==> src/rtl/dia_pkg.sv <==
package dia_pkg;

    localparam int NCLS   = 4;
    localparam int ADDR_W = 12;

    typedef enum logic [1:0] {
        CLS_CHAIN = 2'd0,
        CLS_NODE  = 2'd1,
        CLS_ERRA  = 2'd2,
        CLS_ERRB  = 2'd3
    } evt_cls_e;

    localparam logic [ADDR_W-1:0] STAT_OFF = 12'h000;

    function automatic logic [ADDR_W-1:0] view_off(input int c);
        return ADDR_W'(32'h004 + 4 * c);
    endfunction

    function automatic logic [ADDR_W-1:0] mask_off(input int c);
        return ADDR_W'(32'h018 + 4 * c);
    endfunction

    function automatic logic [ADDR_W-1:0] raw_off(input int c);
        return ADDR_W'(32'h600 + 8 * c);
    endfunction

endpackage

==> src/rtl/dia_evt_dec.sv <==
module dia_evt_dec
    import dia_pkg::*;
#(
    parameter int NCH = 16,
    parameter int CHW = $clog2(NCH)
) (
    input  logic [NCLS-1:0]           vld_i,
    input  logic [NCLS-1:0][CHW-1:0]  idx_i,
    output logic [NCLS-1:0][NCH-1:0]  set_o
);

    // One-hot expansion of each class's tagged pulse
    for (genvar c = 0; c < NCLS; c++) begin : g_cls
        for (genvar n = 0; n < NCH; n++) begin : g_ch
            assign set_o[c][n] = vld_i[c] && (idx_i[c] == CHW'(n));
        end
    end

endmodule

==> src/rtl/dia_class_bank.sv <==
module dia_class_bank #(
    parameter int NCH = 16
) (
    input  logic           clk,
    input  logic           rst,
    input  logic [NCH-1:0] set_i,
    input  logic [NCH-1:0] clr_i,
    input  logic           mask_we_i,
    input  logic [NCH-1:0] mask_wd_i,
    output logic [NCH-1:0] raw_o,
    output logic [NCH-1:0] mask_o
);

    always_ff @(posedge clk) begin
        if (rst) begin
            raw_o  <= '0;
            mask_o <= '0;
        end else begin
            // set applied after clear: a colliding event is kept
            raw_o <= (raw_o & ~clr_i) | set_i;
            if (mask_we_i)
                mask_o <= mask_wd_i;
        end
    end

endmodule

==> src/rtl/dia_regif.sv <==
module dia_regif
    import dia_pkg::*;
#(
    parameter int NCH = 16
) (
    input  logic                     clk,
    input  logic                     rst,
    input  logic                     bus_vld_i,
    input  logic                     bus_wr_i,
    input  logic [ADDR_W-1:0]        bus_addr_i,
    input  logic [NCH-1:0]           bus_wdata_i,
    input  logic [NCLS-1:0][NCH-1:0] raw_i,
    input  logic [NCLS-1:0][NCH-1:0] mask_i,
    input  logic [NCLS-1:0][NCH-1:0] view_i,
    input  logic [NCH-1:0]           comb_i,
    output logic [NCLS-1:0][NCH-1:0] clr_o,
    output logic [NCLS-1:0]          mask_we_o,
    output logic [NCH-1:0]           mask_wd_o,
    output logic                     rd_vld_o,
    output logic [NCH-1:0]           rd_data_o
);

    logic           wr_en;
    logic           rd_en;
    logic [NCH-1:0] rd_next;

    assign wr_en     = bus_vld_i && bus_wr_i;
    assign rd_en     = bus_vld_i && !bus_wr_i;
    assign mask_wd_o = bus_wdata_i;

    for (genvar c = 0; c < NCLS; c++) begin : g_wdec
        assign clr_o[c]     = (wr_en && bus_addr_i == raw_off(c)) ? bus_wdata_i : '0;
        assign mask_we_o[c] = wr_en && (bus_addr_i == mask_off(c));
    end

    always_comb begin
        rd_next = '0;
        if (bus_addr_i == STAT_OFF)
            rd_next = comb_i;
        for (int c = 0; c < NCLS; c++) begin
            if (bus_addr_i == view_off(c)) rd_next = view_i[c];
            if (bus_addr_i == mask_off(c)) rd_next = mask_i[c];
            if (bus_addr_i == raw_off(c))  rd_next = raw_i[c];
        end
    end

    always_ff @(posedge clk) begin
        if (rst) begin
            rd_vld_o  <= 1'b0;
            rd_data_o <= '0;
        end else begin
            rd_vld_o <= rd_en;
            if (rd_en)
                rd_data_o <= rd_next;
        end
    end

endmodule

==> src/rtl/dia_irq_agg.sv <==
module dia_irq_agg
    import dia_pkg::*;
#(
    parameter int NCH = 16,
    parameter int CHW = $clog2(NCH)
) (
    input  logic                      clk,
    input  logic                      rst,
    input  logic [NCLS-1:0]           evt_vld_i,
    input  logic [NCLS-1:0][CHW-1:0]  evt_ch_i,
    input  logic                      bus_vld_i,
    input  logic                      bus_wr_i,
    input  logic [ADDR_W-1:0]         bus_addr_i,
    input  logic [NCH-1:0]            bus_wdata_i,
    output logic                      rd_vld_o,
    output logic [NCH-1:0]            rd_data_o,
    output logic                      irq_o
);

    logic [NCLS-1:0][NCH-1:0] set_vec;
    logic [NCLS-1:0][NCH-1:0] clr_vec;
    logic [NCLS-1:0][NCH-1:0] raw_q;
    logic [NCLS-1:0][NCH-1:0] mask_q;
    logic [NCLS-1:0][NCH-1:0] view;
    logic [NCLS-1:0]          mask_we;
    logic [NCH-1:0]           mask_wd;
    logic [NCH-1:0]           comb_stat;

    dia_evt_dec #(.NCH(NCH), .CHW(CHW)) u_dec (
        .vld_i (evt_vld_i),
        .idx_i (evt_ch_i),
        .set_o (set_vec)
    );

    for (genvar c = 0; c < NCLS; c++) begin : g_bank
        dia_class_bank #(.NCH(NCH)) u_bank (
            .clk       (clk),
            .rst       (rst),
            .set_i     (set_vec[c]),
            .clr_i     (clr_vec[c]),
            .mask_we_i (mask_we[c]),
            .mask_wd_i (mask_wd),
            .raw_o     (raw_q[c]),
            .mask_o    (mask_q[c])
        );
        assign view[c] = raw_q[c] & mask_q[c];
    end

    always_comb begin
        comb_stat = '0;
        for (int c = 0; c < NCLS; c++)
            comb_stat = comb_stat | view[c];
    end

    dia_regif #(.NCH(NCH)) u_regif (
        .clk         (clk),
        .rst         (rst),
        .bus_vld_i   (bus_vld_i),
        .bus_wr_i    (bus_wr_i),
        .bus_addr_i  (bus_addr_i),
        .bus_wdata_i (bus_wdata_i),
        .raw_i       (raw_q),
        .mask_i      (mask_q),
        .view_i      (view),
        .comb_i      (comb_stat),
        .clr_o       (clr_vec),
        .mask_we_o   (mask_we),
        .mask_wd_o   (mask_wd),
        .rd_vld_o    (rd_vld_o),
        .rd_data_o   (rd_data_o)
    );

    always_ff @(posedge clk) begin
        if (rst) irq_o <= 1'b0;
        else     irq_o <= |comb_stat;
    end

endmodule

==> config.mk <==
export PLATFORM = sky130hd
export DESIGN_NAME = dia_irq_agg
export DESIGN_NICKNAME = d
export VERILOG_FILES = /design/src/rtl/dia_pkg.sv /design/src/rtl/dia_evt_dec.sv /design/src/rtl/dia_class_bank.sv /design/src/rtl/dia_regif.sv /design/src/rtl/dia_irq_agg.sv
export SDC_FILE = /design/constraint.sdc
export NUM_CORES = 1
export LEC_CHECK = 0
export BUFFER_PORTS_ARGS = -buffer_cell sky130_fd_sc_hd__buf_2
export CORE_MARGIN = 3
export CORE_UTILIZATION = 65
export CTS_CLUSTER_SIZE = 12
export DETAILED_ROUTE_END_ITERATION = 8
export PLACE_DENSITY = 0.92
export REMOVE_ABC_BUFFERS = 1
export SYNTH_ARGS = -nofsm -noshare
export SYNTH_HDL_FRONTEND = slang
export SYNTH_SLANG_ARGS = --single-unit
==> constraint.sdc <==
create_clock -name clk -period 4.13 [get_ports clk]
set_input_delay 0.2065 -clock clk [delete_from_list [all_inputs] [get_ports clk]]
set_output_delay 0.2065 -clock clk [all_outputs]
set_load 0.01 [all_outputs]
==> impl_metrics.toml <==
[setup_path]
rr_endpoint = "u_regif.rd_data_o[6]$_SDFFE_PP0P_"
start_kind = "primary input"
required_ns = 4.49
rr_worst_depth = 5
crit_arrival_ns = 3.11
worstSetupEndpointType = "register"
worst-setup-path-type = "primary input to register"
rrSetupSlack_ns = 2.29
crit_fanout = 22
rr_startpoint = "g_bank[3].u_bank.raw_o[6]$_SDFF_PP0_"

[clocking]
cts_tree = "done"
cts_buffers = 17
path_clk_slew_ns = 0.06
postCtsSetupRepairBufs = 0
cts_buffer_depth = 2
cts_sinks = 146
clock_latency_ns = 0.43
cts-resized-gates = 0
root_buffer = "clkbuf_16"
holdBufCountCts = 0
htree_levels = 4

[power]
p_leak_nw = 3.05
p_per_area_mw_per_mm2 = 378
vdd_ir_drop_max_uv = 536

[global_route]
globalRoute.totalOverflow = 0
grt_max_degree = 55
grt_util_met1 = 0.564
antenna_found_initial = 0
grt_pass1_vias = 8035
grtUsageTotal = 0.428
met2_usage = 0.647
busiest_layer = "met2"
use_met3 = 0.145
grt_pass1_wl_um = 44200

[yosys]
synthCells = 1077
yosys_warnings = 0
synth_area_leaders = "dfxtp_1, nand2_1, a22oi_1, a21oi_1, nor2_1"
ys_ff_latch = 146
synth_top_area_share = 0.368
synthArstFlopShare = 0
synth_area_leader_cell = "dfxtp_1"
avgSynthCellArea_um2 = 7.37
syn_area_mm2 = 0.00793
synth_common_cells = "nand2_1, dfxtp_1, nor2_1"
synth.distinct_cells = 68
yosysMostFrequentCell = "nand2_1"
synth-seq-area-share = 0.368
ys.flop_type = "dfxtp_1"
synth-edff-count = 0

[timing]
relSlewSlack = 0.141
finalCriticalPeriod_ns = 2.75
worst_pin_slew_ns = 1.29
fin_crit_sh = 0.665
report.final.slew_viol_count = 0
fin_worst_skew_ns = 0.00593
setup_violations = 0
hold_violations = 0
rsz0062_at_grt = "no"
timing.fmax_mhz = 364
fin_setup_tns_ns = 0
holdWs_ns = 0.125
setup_ws_ns = 1.38

[route]
vias = 8904
route.detailed.wl_per_inst_um = 23.1
drt_pass1_iterations = 6
viasPerCell = 7.08
drc_errors = 0
antenna_left = 0
drtIter0Drc = 1831
wl_um = 29100

[run_status]
status = "completed"

[place]
place_ws_ns = 1.05
place_congestion = 1.04
post-dp-hpwl_um = 20300
io_buffers = 69

[final_layout]
antenna_cells = 0
nFillCells = 859
final_nets = 1153
drive_gt1_frac = 0.121
syn_to_final_growth_pct = 11.5

[die]
die_y_um = 116
io_pins = 70
start_util = 0.680
rows = 39
dieArea_mm2 = 0.0136
die_w_um = 116
core_mm2 = 0.0117

[hold_path]
hold_end = "g_bank[0].u_bank.raw_o[14]$_SDFF_PP0_"
min_from = "evt_ch_i[1]"
hold_path_depth = 3
hold_path.class = "primary input to register"

[run]
drv_cap = 0
==> final cells by class <==
class	instances	area, um^2	share of cell area
Inverter	1	3.75	0.000424
Tap cell	143	179	0.0202
Sequential cell	146	2920	0.330
Timing Repair Buffer	86	475	0.0537
Multi-Input combinational cell	849	4640	0.524
Clock buffer	18	439	0.0496
Clock inverter	14	186	0.0211
==> how the worst max path moves through the flow <==
stage | start | end | cells after the start
floorplan | bus_addr_i[5] | g_bank[0].u_bank.raw_o[13]$_SDFF_PP0_ | 6
global placement | bus_addr_i[4] | g_bank[2].u_bank.mask_o[13]$_SDFFE_PP0P_ | 6
detailed placement | bus_addr_i[4] | g_bank[2].u_bank.mask_o[13]$_SDFFE_PP0P_ | 6
CTS | bus_addr_i[4] | g_bank[2].u_bank.mask_o[13]$_SDFFE_PP0P_ | 6
global route | bus_addr_i[4] | g_bank[2].u_bank.mask_o[13]$_SDFFE_PP0P_ | 6
finish | bus_addr_i[4] | g_bank[2].u_bank.mask_o[13]$_SDFFE_PP0P_ | 6
==> critical path, cell delays in order <==
cell	delay, ns
buf_2	0.16
nor4b_4	0.54
and3_1	0.76
nor2b_1	1.08
nand2_1	0.17
a21oi_1	0.18
==> metal layers <==
metal  part of all wire  wire length [um]
met2               0.43             12500
met4              0.045              1300
met1               0.37             10700
met3               0.16              4530
met5                  0                 0
==> where the power goes <==
part	total [mW]	switching (mW)	internal (mW)
logic	0.250	0.174	0.0762
clock network	1.64	0.616	1.02
registers	1.46	0.0265	1.43
==> stage by stage <==
| step | utilization | total power [mW] | instances | area, um^2 |
|---|---|---|---|---|
| 2_1_floorplan | - | 1.57 | 996 | 7550 |
| 3_3_place_gp | 0.705 | 1.72 | 1225 | 8220 |
| 3_5_place_dp | 0.705 | 1.72 | 1225 | 8220 |
| 4_1_cts | 0.759 | 3.33 | 1257 | 8850 |
| 5_1_grt | 0.759 | 3.41 | 1257 | 8850 |
| 6_report | 0.759 | 3.35 | 1257 | 8850 |
==> kinds of logic (layout without fill, tap and decap cells) <==
group,after synthesis,in the layout,share of synthesized area
flip-flops,146,146,0.368
AO/OA/AOI/OAI,330,330,0.284
buffers and inverters,82,119,0.0490
multiplexers,1,1,0.00126
AND/OR/NAND/NOR,517,517,0.296
XOR/XNOR,1,1,0.00110
==> sequential cells by signal, summed over array words and instances (netlist names) <==
name	count
g_bank.u_bank.mask_o	64
u_regif.rd_vld_o	1
u_regif.rd_data_o	16
g_bank.u_bank.raw_o	64
irq_o	1
==> layout by cell type, fill, tap and decap left out, types with 14 or more instances in the layout <==
cell and count:
nand2_1 290, dfxtp_1 146, nor2_1 112, a22oi_1 90
a21oi_1 89, buf_2 68, nand3_1 33, o21ai_0 31
buf_4 18, a211oi_1 17, a32oi_1 17, clkbuf_16 17
o22ai_1 16, a221oi_1 14
(Power assumes the default switching activity.)
